**src/rtl/gs_pwm_pkg.sv**
```systemverilog
package gs_pwm_pkg;
    // Control field, LSB first: blank, repeat, restart, ext clock, rising edge
    typedef struct packed {
        logic edge_rise;
        logic ext_sel;
        logic restart_on_latch;
        logic auto_repeat;
        logic blank;
    } fc_t;

    localparam int FC_W      = 5;
    localparam int NUM_SRC   = 2;   // reference clock sources
    localparam int SRC_OSC   = 0;
    localparam int SRC_SER   = 1;
endpackage

```
**src/rtl/gs_refclk_tick.sv**
```systemverilog
module gs_refclk_tick
    import gs_pwm_pkg::*;
#(
    parameter int SYNC_STAGES = 2
) (
    input  logic clk,
    input  logic rst_n,
    input  logic osc_clk_i,
    input  logic ser_clk_i,
    input  logic sel_ext,
    input  logic edge_rise,
    output logic tick_o
);
    localparam int PIPE_W = SYNC_STAGES + 1;

    typedef struct packed {
        logic [NUM_SRC-1:0][PIPE_W-1:0] pipe;
    } st_t;

    st_t st_d, st_q;
    logic [NUM_SRC-1:0] raw;
    logic [NUM_SRC-1:0] rise_ev;
    logic [NUM_SRC-1:0] fall_ev;

    assign raw[SRC_OSC] = osc_clk_i;
    assign raw[SRC_SER] = ser_clk_i;

    for (genvar s = 0; s < NUM_SRC; s++) begin : g_src
        assign rise_ev[s] =  st_q.pipe[s][SYNC_STAGES-1] & ~st_q.pipe[s][SYNC_STAGES];
        assign fall_ev[s] = ~st_q.pipe[s][SYNC_STAGES-1] &  st_q.pipe[s][SYNC_STAGES];
    end

    always_comb begin
        st_d = st_q;
        for (int s = 0; s < NUM_SRC; s++) begin
            st_d.pipe[s] = {st_q.pipe[s][PIPE_W-2:0], raw[s]};
        end
    end

    always_ff @(posedge clk or negedge rst_n) begin
        if (!rst_n) st_q <= '0;
        else        st_q <= st_d;
    end

    always_comb begin
        if (sel_ext) tick_o = edge_rise ? rise_ev[SRC_SER] : fall_ev[SRC_SER];
        else         tick_o = edge_rise ? rise_ev[SRC_OSC] : fall_ev[SRC_OSC];
    end
endmodule

```
**src/rtl/gs_counter.sv**
```systemverilog
module gs_counter #(
    parameter int CNT_W = 16
) (
    input  logic             clk,
    input  logic             rst_n,
    input  logic             tick,
    input  logic             blank,
    input  logic             restart,
    input  logic             auto_repeat,
    output logic [CNT_W-1:0] cnt_o,
    output logic             done_o
);
    localparam logic [CNT_W-1:0] CNT_MAX = '1;

    typedef struct packed {
        logic [CNT_W-1:0] cnt;
        logic             done;
    } st_t;

    st_t st_d, st_q;

    always_comb begin
        st_d = st_q;
        if (blank || restart) begin
            st_d.cnt  = '0;
            st_d.done = 1'b0;
        end else if (tick && !st_q.done) begin
            if (st_q.cnt == CNT_MAX) begin
                if (auto_repeat) st_d.cnt  = '0;
                else             st_d.done = 1'b1;
            end else begin
                st_d.cnt = st_q.cnt + 1'b1;
            end
        end
    end

    always_ff @(posedge clk or negedge rst_n) begin
        if (!rst_n) st_q <= '0;
        else        st_q <= st_d;
    end

    assign cnt_o  = st_q.cnt;
    assign done_o = st_q.done;

    AST_CNT_IDLE: assert property (@(posedge clk) disable iff (!rst_n)
        (!tick && !blank && !restart) |=> $stable(cnt_o));

    AST_CNT_STEP: assert property (@(posedge clk) disable iff (!rst_n)
        (tick && !blank && !restart && !done_o && cnt_o != CNT_MAX)
        |=> (cnt_o == $past(cnt_o) + 1'b1));

    AST_CNT_WRAP: assert property (@(posedge clk) disable iff (!rst_n)
        (tick && !blank && !restart && auto_repeat && cnt_o == CNT_MAX)
        |=> (cnt_o == '0 && !done_o));
endmodule

```
**src/rtl/gs_chan_out.sv**
```systemverilog
module gs_chan_out #(
    parameter int NUM_CH = 12,
    parameter int CNT_W  = 16
) (
    input  logic                          clk,
    input  logic                          rst_n,
    input  logic                          tick,
    input  logic                          clear,
    input  logic                          done,
    input  logic [CNT_W-1:0]              cnt,
    input  logic [NUM_CH-1:0][CNT_W-1:0]  gs_vals,
    output logic [NUM_CH-1:0]             on_o
);
    typedef struct packed {
        logic [NUM_CH-1:0] on;
    } st_t;

    st_t st_d, st_q;
    logic [NUM_CH-1:0] below;

    for (genvar c = 0; c < NUM_CH; c++) begin : g_cmp
        assign below[c] = (cnt < gs_vals[c]);
    end

    always_comb begin
        st_d = st_q;
        if (clear)     st_d.on = '0;
        else if (tick) st_d.on = done ? '0 : below;
    end

    always_ff @(posedge clk or negedge rst_n) begin
        if (!rst_n) st_q <= '0;
        else        st_q <= st_d;
    end

    assign on_o = st_q.on;

    AST_CLEAR_OFF: assert property (@(posedge clk) disable iff (!rst_n)
        clear |=> (on_o == '0));
endmodule

```
**src/rtl/gs_pwm_ctrl.sv**
```systemverilog
module gs_pwm_ctrl
    import gs_pwm_pkg::*;
#(
    parameter int NUM_GROUPS  = 4,
    parameter int GS_W        = 16,
    parameter int BC_W        = 7,
    parameter int SYNC_STAGES = 2
) (
    input  logic                                     clk,
    input  logic                                     rst_n,
    input  logic                                     osc_clk_i,
    input  logic                                     ser_clk_i,
    input  logic                                     latch_i,
    input  logic [3*NUM_GROUPS*GS_W+3*BC_W+FC_W-1:0] cfg_word_i,
    output logic [3*NUM_GROUPS-1:0]                  chan_on_o,
    output logic [BC_W-1:0]                          bright_red_o,
    output logic [BC_W-1:0]                          bright_grn_o,
    output logic [BC_W-1:0]                          bright_blu_o
);
    localparam int NUM_CH  = 3 * NUM_GROUPS;
    localparam int GS_TOT  = NUM_CH * GS_W;
    localparam int BCR_LSB = GS_TOT;
    localparam int BCG_LSB = GS_TOT + BC_W;
    localparam int BCB_LSB = GS_TOT + 2 * BC_W;
    localparam int FC_LSB  = GS_TOT + 3 * BC_W;
    localparam int WORD_W  = FC_LSB + FC_W;
    localparam int RST_BIT = FC_LSB + 2;
    localparam logic [WORD_W-1:0] RESET_WORD = WORD_W'(1) << FC_LSB;

    typedef struct packed {
        logic [WORD_W-1:0] word;
    } sh_t;

    sh_t sh_d, sh_q;
    fc_t fc;
    logic [NUM_CH-1:0][GS_W-1:0] gs_vals;
    logic tick, restart, clear;
    logic [GS_W-1:0] cnt;
    logic cnt_done;

    always_comb begin
        sh_d = sh_q;
        if (latch_i) sh_d.word = cfg_word_i;
    end

    always_ff @(posedge clk or negedge rst_n) begin
        if (!rst_n) sh_q <= '{word: RESET_WORD};
        else        sh_q <= sh_d;
    end

    assign fc           = fc_t'(sh_q.word[FC_LSB +: FC_W]);
    assign gs_vals      = sh_q.word[GS_TOT-1:0];
    assign bright_red_o = sh_q.word[BCR_LSB +: BC_W];
    assign bright_grn_o = sh_q.word[BCG_LSB +: BC_W];
    assign bright_blu_o = sh_q.word[BCB_LSB +: BC_W];

    assign restart = latch_i & cfg_word_i[RST_BIT];
    assign clear   = fc.blank | restart;

    gs_refclk_tick #(.SYNC_STAGES(SYNC_STAGES)) u_tick (
        .clk       (clk),
        .rst_n     (rst_n),
        .osc_clk_i (osc_clk_i),
        .ser_clk_i (ser_clk_i),
        .sel_ext   (fc.ext_sel),
        .edge_rise (fc.edge_rise),
        .tick_o    (tick)
    );

    gs_counter #(.CNT_W(GS_W)) u_cnt (
        .clk         (clk),
        .rst_n       (rst_n),
        .tick        (tick),
        .blank       (fc.blank),
        .restart     (restart),
        .auto_repeat (fc.auto_repeat),
        .cnt_o       (cnt),
        .done_o      (cnt_done)
    );

    gs_chan_out #(.NUM_CH(NUM_CH), .CNT_W(GS_W)) u_out (
        .clk     (clk),
        .rst_n   (rst_n),
        .tick    (tick),
        .clear   (clear),
        .done    (cnt_done),
        .cnt     (cnt),
        .gs_vals (gs_vals),
        .on_o    (chan_on_o)
    );

    AST_BLANK_OFF: assert property (@(posedge clk) disable iff (!rst_n)
        fc.blank |=> (chan_on_o == '0 && cnt == '0));

    AST_RESTART_OFF: assert property (@(posedge clk) disable iff (!rst_n)
        (latch_i && cfg_word_i[RST_BIT]) |=> (chan_on_o == '0 && cnt == '0));

    AST_DONE_OFF: assert property (@(posedge clk) disable iff (!rst_n)
        cnt_done |-> (chan_on_o == '0));
endmodule

```
**config.mk**
```make
export PLATFORM = sky130hd
export DESIGN_NAME = gs_pwm_ctrl
export DESIGN_NICKNAME = d
export VERILOG_FILES = /design/src/rtl/gs_pwm_pkg.sv /design/src/rtl/gs_refclk_tick.sv /design/src/rtl/gs_counter.sv /design/src/rtl/gs_chan_out.sv /design/src/rtl/gs_pwm_ctrl.sv
export SDC_FILE = /design/constraint.sdc
export NUM_CORES = 1
export LEC_CHECK = 0
export CAP_MARGIN = 15
export CORE_AREA = 2 2 170 172
export CTS_CLUSTER_DIAMETER = 40
export CTS_CLUSTER_SIZE = 14
export DETAILED_ROUTE_END_ITERATION = 7
export DIE_AREA = 0 0 172 174
export HOLD_SLACK_MARGIN = 0.06
export PLACE_DENSITY = 0.76
export SYNTH_ARGS = -nofsm -noshare
export SYNTH_HDL_FRONTEND = slang
export SYNTH_SLANG_ARGS = --single-unit
```
**constraint.sdc**
```tcl
create_clock -name clk -period 6.9 [get_ports clk]
set_input_delay 1.38 -clock clk [delete_from_list [all_inputs] [get_ports clk]]
set_output_delay 1.38 -clock clk [all_outputs]
set_load 0.01 [all_outputs]
```
-- Word level (Yosys, flattened, before mapping)
Index checks and enable logic that the tools add are counted.
- bits in registers: 253
- bits of input ports: 223
- output and inout bits: 33
- logic and storage cells: 52
- add/subtract/negate cells: 1
- $lt $le $gt $ge: 12
- eq/ne operators: 3
- muxes and demuxes: 12
- bitwise operators: 10
- reductions and logical operators: 8
- operators by type and width (kind ; count):
    less-than comparator 16 bit ; 12
    two-way mux 12 bit ; 3
    two-way mux 17 bit ; 2
    two-way mux 16 bit ; 2
    adder 16 x 1 -> 16 bit, second input constant ; 1
    equality test 16 bit, second input constant ; 1
    nonzero test 2 bit ; 3
    AND 1 bit ; 5
    two-way mux 1 bit ; 5
    NOT 1 bit ; 4
    inequality test 3 x 2 -> 1 bit, second input constant ; 1
    AND reduction 3 bit ; 1
    inequality test 2 x 1 -> 1 bit, second input constant ; 1
    AND reduction 2 bit ; 1
    logical AND 1 bit ; 1
    zero test 1 bit ; 1
    logical OR 1 bit ; 1
    OR 1 bit ; 1

-- Logic depth before layout (Yosys ltp)
Gate-level depths: netlist (run 1).
- depth in word-level cells: 7
- depth in mapped cells: 7
- mapped depth without buffers: 7

-- Cells and area by module
From an unflattened synthesis (run 1), not the netlist that was laid out.
- cells, all modules: 1287
- area total of the unflattened synthesis: 14342.5 µm²
- by module, submodules not included (module ; instances ; cells each ; area an instance (µm²) ; sequential area each (µm²)):
    gs_pwm_ctrl ; 1 ; 481 ; 8313.0 ; 5431.5
    gs_chan_out ; 1 ; 687 ; 4897.2 ; 300.3
    gs_counter ; 1 ; 106 ; 939.7 ; 425.4
    gs_refclk_tick ; 1 ; 13 ; 192.7 ; 150.1

-- Worst setup path before layout (run 1)
Ideal clock, no wire load.
- path type: input-to-reg
- start point: input latch_i
- end point: register sh_q[194] (netlist name)
- library setup time: 0.125 ns
- arrival: 2.611 ns
- data required time: 6.775 ns
- path slack: 4.164 ns
- cell stages on the path: 4
- path buffers: 3
- cells stage by stage: clkbuf_1 > clkbuf_1 > buf_1 > mux2_2
- RTL lines (item ; line ; RTL):
    start, declared ; gs_pwm_ctrl.sv:13 ; input logic latch_i,
    end signal, assigned ; gs_pwm_ctrl.sv:47 ; if (!rst_n) sh_q <= '{word: RESET_WORD};
    end, declared ; gs_pwm_ctrl.sv:34 ; sh_t sh_d, sh_q;
No word-level cell between the ends.

-- Worst setup path in the final report (run 1)
- start point: input latch_i
- end point: register u_cnt.st_q, in the netlist u_cnt.cnt_o[8]
- cells in the longest elaborated chain, start to end: 4
- elaborated cells between the ends (all ways): 6
- those cells by class: eq/ne (1); mux (1); bitwise (1); reduce/logical (3)
- ends and longest elaborated chain (item ; line ; RTL):
    AND 1 bit (*) ; gs_pwm_ctrl.sv:57 ; assign restart = latch_i & cfg_word_i[RST_BIT];
    logical OR 1 bit (*) ; gs_counter.sv:24 ; if (blank || restart) begin
    inequality test 3 x 2 -> 1 bit (no source line) or nonzero test 2 bit (tied branches) ; -- ;
    AND reduction 2 bit (no source line) ; -- ;
    end signal, assigned ; gs_counter.sv:39 ; else st_q <= st_d;
    end, declared ; gs_counter.sv:20 ; st_t st_d, st_q;
Every way passes the cells marked *; elsewhere a longest branch is shown, timed or not.
A chain may end at the register's enable or synchronous reset.

==> summary.md, run 1 <==
| Metric | Value |
|---|---|
| CTS max path bufs | `3` |
| TritonCTS clock tree | `done` |
| Antenna Nets Post-Route | `0` |
| Clock edge transition at the registers on the reported setup and hold paths | `0.05 ns` |
| Total grt overflow | `0` |
| RSZ-0062 raised after global routing | `false` |
| Post-DP HPWL | `25000 um` |
| Die height | `174 um` |
| Max incr delay on CP | `0.83 ns` |
| Period utilisation layout | `52.4%` |
| Syn_nets | `1861` |
| Worst path bufs/invs | `1` |
| RD Place Congestion | `0.861` |
| Slew @ Worst Pin | `1.21 ns` |
| Die W | `172 um` |
| Synth Cell Area | `13900 um2` |
| Cell accounting for the most synthesized area | `dfrtp_1` |
| Critical path's slowest cell | `a21oi_1` |
| Number of H-tree levels | `2` |
| Share of the synthesized area in the top cell type | `45.1%` |
| Worst hold slack | `0.373 ns` |
| Max Clk Rate | `0.277 GHz` |
| Post-CTS Setup Inserts | `0` |
| Reg2Reg Depth | `5` |
| CP Max Fanout | `151` |
| Skew final | `0.0232 ns` |
| TritonCTS buffer count | `41` |
| Pre-CTS WS | `2.77 ns` |
| WHS Path Cells | `0` |
| Number of global-route vias before repair | `11900` |
| Core Rows | `62` |
| Area contributors post-synth | `dfrtp_1 45%, ha_1 16%, o21ai_0 8.2%, nand2_1 5.5%, inv_1 5.1%` |
| First-pass GRT wire length | `60300 um` |
| Placeable Area | `28200 um2` |
| Sequential share of the synthesized area | `45.2%` |
| Layout cells sized above 1 | `7.09%` |
| Startpoint Class | `primary input` |
| Pin count of the biggest net entering global routing | `152` |
| Ports | `256` |
| Fin. Hold Viols | `0` |
| Port-buffer cells | `255` |
| Reg-to-Reg End | `u_cnt.cnt_o[13]` |
| Drt drc | `0` |
| Warnings, synthesis | `0` |
| Nets@finish | `2092` |
| Max-slew violations | `0` |
| Final TNS setup | `0 ns` |
| CTS sink cnt | `252` |
| Synth Instances | `1457` |
| Pwr Density | `242 nW/um2` |
| Slew HR | `19.5%` |
| Worst Path Arrival | `4.02 ns` |
| Leakage | `8.75 nW` |
| Pre-antenna DRT Iters | `6` |
| Status | `finished clean` |
| Global router's overall resource usage | `25.8%` |
| Cts hold-fix bufs | `0` |
| Most frequent cell after synthesis | `dfrtp_1` |
| Die ar. | `29900 um2` |
| Post-CTS resize count | `0` |
| Netlist cell types | `49` |
| Initial antenna violation count | `2` |
| WP depth | `6` |
| Reg2Reg Setup Slack | `3.98 ns` |
| Worst setup path class | `primary input to flip-flop` |
| Clk_lat worst skew | `0.53 ns` |
| Worst min-delay path endpoint | `u_tick.st_d[5]` |
| Mean Syn Cell Area | `9.57 um2` |
| Fillers | `2316` |
| Hold wc startpoint | `u_tick.st_d[4]` |
| Synthesis-stage register bit count | `252` |
| Routed len/inst | `18.0 um` |
| Via count | `11400` |
| Worst R2R Start | `u_cnt.cnt_o[5]` |
| Vias per cell | `5.43` |
| CP Capture Type | `flip-flop` |
| Clock root buffer | `clkbuf_16` |
| Worst VDD drop | `0.000148 V` |
| Max-Cap Viols | `0` |
| Initial DRC Count | `758` |
| Post-synth EDFFs | `0` |
| Final worst setup slack | `3.29 ns` |
| Critical path cell sequence | `buf_8, a21oi_1, nor2b_1, nand3_2, nand2b_1, o31ai_1` |
| Worst Path Required | `7.31 ns` |
| Commonest cells in the synthesized netlist | `251 x dfrtp_1, 229 x o21ai_0, 203 x nand2_1, 188 x inv_1, 181 x ha_1` |
| Area delta synth->final | `29.9%` |
| Main flop type after synthesis | `dfrtp_1` |
| CP top delay family | `simple AND/OR/NAND/NOR gates` |
| Min-delay worst type | `flip-flop to flip-flop` |
| Fin crit period | `3.61 ns` |
| Final wirelength | `37900 um` |
| Starting Density | `49.4%` |
| Asr flop ratio synth | `100%` |
| Final setup violation count | `0` |
## worst max path at each step
stage / start / end
finish: latch_i / u_cnt.cnt_o[8]
detailed placement: latch_i / u_cnt.cnt_o[8]
floorplan: latch_i / sh_q[194]
global route: latch_i / u_cnt.cnt_o[8]
CTS: latch_i / u_cnt.cnt_o[8]
global placement: latch_i / u_cnt.cnt_o[7]
## worst register-to-register path, cell delays in order, from the launching register on
cell and delay (ns):
dfrtp_1 1.10, nand2_1 0.29, or3_1 0.50, or4_1 0.43
and2_0 0.17, a221o_1 0.31
## per-layer routing
metal	vias up	track usage (%)	share of wire, %
li1	5504	-	-
met1	5436	33.5	43
met2	385	42.4	47
met3	95	4.78	6.3
met4	2	10.5	3.9
met5	-	0	0.034
## placed cells by master (no fill, tap or decap), types with 3 or more instances in the layout
| cell type | n |
|---|---|
| clkbuf_16 | 43 |
| o31ai_1 | 3 |
| nand3_1 | 21 |
| buf_4 | 3 |
| or4b_1 | 13 |
| nand4_1 | 27 |
| o311ai_1 | 3 |
| o21a_1 | 13 |
| or4_1 | 3 |
| nor3_1 | 17 |
| a21oi_1 | 61 |
| a211o_1 | 3 |
| a22o_1 | 12 |
| clkinvlp_4 | 6 |
| bufinv_16 | 4 |
| or3_1 | 4 |
| clkbuf_8 | 5 |
| nand2b_1 | 27 |
| nand3b_1 | 3 |
| dfrtp_1 | 251 |
| and3_1 | 4 |
| clkinv_4 | 8 |
| clkdlybuf4s50_1 | 253 |
| a211oi_1 | 13 |
| mux2_2 | 36 |
| nand2_1 | 203 |
| clkinv_2 | 3 |
| inv_6 | 4 |
| o211ai_1 | 5 |
| ha_1 | 181 |
| o21ai_0 | 229 |
| a2111oi_0 | 12 |
| o311ai_0 | 3 |
| inv_1 | 188 |
| o221ai_1 | 3 |
| a21o_1 | 24 |
## cell type report
type	count	area [um2]	share of cell area, %
repair buffers	259	2610	14.4
multi-input cells	946	6570	36.3
diodes	1	2.50	0.0138
clock inverters	25	285	1.58
flip-flops and latches	252	6310	34.8
well taps	384	480	2.65
inverters	188	706	3.90
clock buffers	50	1150	6.36
## cell families after synthesis
kind of cell | after synthesis | synth area share, %
mux | 37 | 2.98
flops | 252 | 45.2
fa+ha+maj | 181 | 16.2
buf+inv | 259 | 7.59
compound gates | 392 | 16.2
simple gates | 336 | 11.7
## per-stage QoR
stage	cell area, um2	power [W]	util (%)	instances
finish	18100	0.00438	64.1	2105
global route	18100	0.00458	64.1	2105
CTS	18100	0.00442	64.1	2104
detailed placement	16700	0.00230	59.0	2029
global placement	16700	0.00227	59.0	2029
floorplan	13900	0.00200	-	1457
## flip-flops by register name (all words and copies together) (netlist names)
register      cells
sh_q            217
u_cnt.cnt_o      16
u_cnt.done_o      1
u_out.on_o       12
u_tick.st_d       4
u_tick.st_q       2
## report_power, final
part	switching (W)	internal, W	leakage (nW)
Combinational	0.000303	0.000300	4.97
Clock	0.000757	0.00135	0.688
Sequential	0.0000613	0.00161	3.08
Total	0.00112	0.00326	8.75
(Power assumes the default switching activity.)
==> inputs of run 2 (changes only) <==
Settings changed: CORE_AREA 2 2 170 172 to 2 2 174 176, DIE_AREA 0 0 172 174 to 0 0 176 178.
Clock period 6.9 ns to 3.25 ns, I/O delays scaled along.
==> run 2 against run 1 <==
Compared with the run above: final area increased by 0.30%; sequential share of layout area down 0.11 points; worst hold slack worse by 0.22 ns; first-iteration DRC count down 5.5%; non-clock buffer count up 21; clock power increased by 97%; routed wire length increased by 2.0%; power increased by 110%; register-to-register slack worse by 3.2 ns; via count up 0.88%; sequential cell count is the same; highest routed layer is now met4.
==> summary.md, run 2 (synthesis gave the netlist of run 1 again) <==
| Metric | Value |
|---|---|
| Fin. Hold Viols | `0 (unchanged)` |
| Pre-antenna DRT Iters | `5 (-1)` |
| Drt drc | `0 (unchanged)` |
| Status | `finished clean` |
| Cts hold-fix bufs | `0 (unchanged)` |
| Post-CTS Setup Inserts | `0 (unchanged)` |
| Fin crit period | `2.43 ns` |
| Leakage | `8.80 nW (+0.60%)` |
| Core Rows | `63 (+1.6%)` |
| Critical path cell sequence | `nand3_1, o31a_1, and3_1, a211o_1` |
| Die W | `176 um (+2.3%)` |
| PnR Total Power | `0.00900 W (+110%)` |
| Slew HR | `39.5% (+20 points)` |
| Fin util | `61.8% (-2.4 points)` |
| Clk_lat worst skew | `0.52 ns (about the same)` |
| RSZ-0062 raised after global routing | `false` |
| Placeable Area | `29400 um2 (+4.1%)` |
| Reg2Reg Setup Slack | `0.82 ns (-3.16 ns)` |
| TritonCTS clock tree | `done` |
| Initial DRC Count | `716 (-5.5%)` |
| Slew @ Worst Pin | `0.907 ns (-0.301 ns)` |
| Vias per cell | `5.42 (-0.11%)` |
| Post-CTS resize count | `0 (unchanged)` |
| Reg2Reg Depth | `4 (-1)` |
| CP Capture Type | `flip-flop` |
| Final wirelength | `38700 um (+2.0%)` |
| Via count | `11500 (+0.88%)` |
| Final TNS setup | `0 ns (unchanged)` |
| Max-slew violations | `0 (unchanged)` |
| Worst R2R Start | `u_cnt.cnt_o[15]` |
| Worst setup endpoint | `u_cnt.cnt_o[15]` |
| Number of H-tree levels | `2 (unchanged)` |
| Layout cells sized above 1 | `7.90% (+0.80 points)` |
| Total grt overflow | `0 (unchanged)` |
| Antenna Nets Post-Route | `0 (unchanged)` |
| Commonest non-fill, non-tap cell in the layout | `clkdlybuf4s50_1` |
| Ports | `256 (unchanged)` |
| Worst Path Arrival | `2.83 ns (-1.19 ns)` |
| Seq pwr share | `39.2% (+1.1 points)` |
| NetSw | `0.00235 W (+110%)` |
| Crit path from | `u_cnt.cnt_o[15]` |
| Fillers | `2352 (+1.6%)` |
| Period utilisation layout | `74.9%` |
| Nets@finish | `2110 (+0.86%)` |
| Pin count of the biggest net entering global routing | `242 (+59%)` |
| First-pass GRT wire length | `60800 um (+0.85%)` |
| CP top delay family | `flip-flops` |
| Area delta synth->final | `30.3%` |
| Critical path's slowest cell | `dfrtp_1` |
| Post-DP HPWL | `26400 um (+5.5%)` |
| Reg area | `6310 um2 (unchanged)` |
| Final setup violation count | `0 (unchanged)` |
| Min-delay worst type | `primary input to async pin` |
| Die ar. | `31300 um2 (+4.7%)` |
| Port-buffer cells | `255 (unchanged)` |
| Global router's overall resource usage | `24.9% (-0.90 points)` |
| Footprint of the multi-input gates | `6570 um2 (unchanged)` |
| TritonCTS buffer count | `38 (-7.3%)` |
| Starting Density | `47.4% (-2.0 points)` |
| Worst path bufs/invs | `0 (-1)` |
| Worst Path Required | `3.65 ns (-3.66 ns)` |
| CTS max path bufs | `3 (unchanged)` |
| Combinational power share | `14.8% (+1.0 points)` |
| Pwr Density | `496 nW/um2 (+100%)` |
| Largest reg by FF count | `sh_q` |
| Switching part of the total power | `26.1% (+0.54 points)` |
| Reg-to-Reg End | `u_cnt.cnt_o[15]` |
| RD Place Congestion | `0.826 (-4.0%)` |
| Clock root buffer | `clkbuf_16` |
| Startpoint Class | `flip-flop` |
| Max Clk Rate | `0.411 GHz` |
| CTS sink cnt | `252 (unchanged)` |
| Clock power share | `46.0% (-2.1 points)` |
| CP Max Fanout | `16 (-89%)` |
| Cell Int Power | `0.00665 W (+100%)` |
| Most frequent cells in the layout | `253 x clkdlybuf4s50_1, 251 x dfrtp_1, 229 x o21ai_0` |
| WP depth | `4 (-2)` |
| Worst setup path class | `flip-flop to flip-flop` |
| Max incr delay on CP | `0.91 ns (+0.08 ns)` |
| Die height | `178 um (+2.3%)` |
| Max-Cap Viols | `0 (unchanged)` |
| Largest register FFs | `217 (unchanged)` |
| Number of global-route vias before repair | `11600 (-2.3%)` |
| Routed len/inst | `18.2 um (+1.0%)` |
| Skew final | `0.0221 ns (-0.00114 ns)` |
| Initial antenna violation count | `1 (-1)` |
| Clock edge transition at the registers on the reported setup and hold paths | `0.06 ns (about the same)` |
| Worst VDD drop | `0.000371 V (+150%)` |
[run 2: cell count changes in the layout (fill, tap and decap cells not counted), sizes merged]
| cell | delta |
|---|---|
| buf | +21 |
| clkinvlp | +1 |
| inv | +3 |
| bufinv | -1 |
| clkinv | -5 |
| clkbuf | -4 |
[run 2: per-layer routing]
| layer | vias up | global-route usage [%] | share of wire [%] |
|---|---|---|---|
| met1 | 5495 | 32.8 | 44 |
| met2 | 404 | 41.4 | 46 |
| met5 | - | 0 | 0 |
| met3 | 88 | 4.33 | 6.6 |
| li1 | 5536 | - | - |
| met4 | 0 | 8.85 | 3.3 |
[run 2: power groups by stage]
stage / sequential [W] / clock, W / combinational (W)
detailed placement: 0.00358 / 0 / 0.00132
floorplan: 0.00356 / 0 / 0.000683
CTS: 0.00353 / 0.00421 / 0.00134
global route: 0.00356 / 0.00435 / 0.00149
global placement: 0.00357 / 0 / 0.00128
finish: 0.00353 / 0.00415 / 0.00133
[run 2: cell type report]
type	instances	share of cell area (%)
clock buffer	46	5.79
multi-input combinational	946	36.2
sequential	252	34.7
antenna	1	0.0138
inverter	188	3.88
tap	390	2.69
clock inverter	23	1.38
timing repair buffer	280	15.3
[run 2: metrics by stage]
step / setup slack, ns / instances / cell area, um2 / hold slack (ns)
2_1_floorplan: 1.06 / 1457 / 13900 / 0.331
3_3_place_gp: 0.504 / 2056 / 16900 / 0.336
3_5_place_dp: 0.512 / 2056 / 16900 / 0.339
4_1_cts: 0.812 / 2125 / 18200 / 0.165
5_1_grt: 0.763 / 2126 / 18200 / 0.207
6_report: 0.815 / 2126 / 18200 / 0.152
[run 2: how the worst min path moves through the flow]
stage / cells after the start / endpoint
after global routing: 1 / sh_q[208]
after floorplan: 0 / u_tick.st_d[2]
after CTS: 1 / sh_q[204]
final: 1 / sh_q[198]
after global placement: 0 / u_tick.st_d[2]
after detailed placement: 0 / u_tick.st_d[2]
[run 2: worst reg2reg max path, delay by kind of cell (launching register included)]
kind	cells	cell delay (ns)
AO/OA/AOI/OAI	2	0.79
flip-flops	1	0.91
AND/OR/NAND/NOR	2	0.62
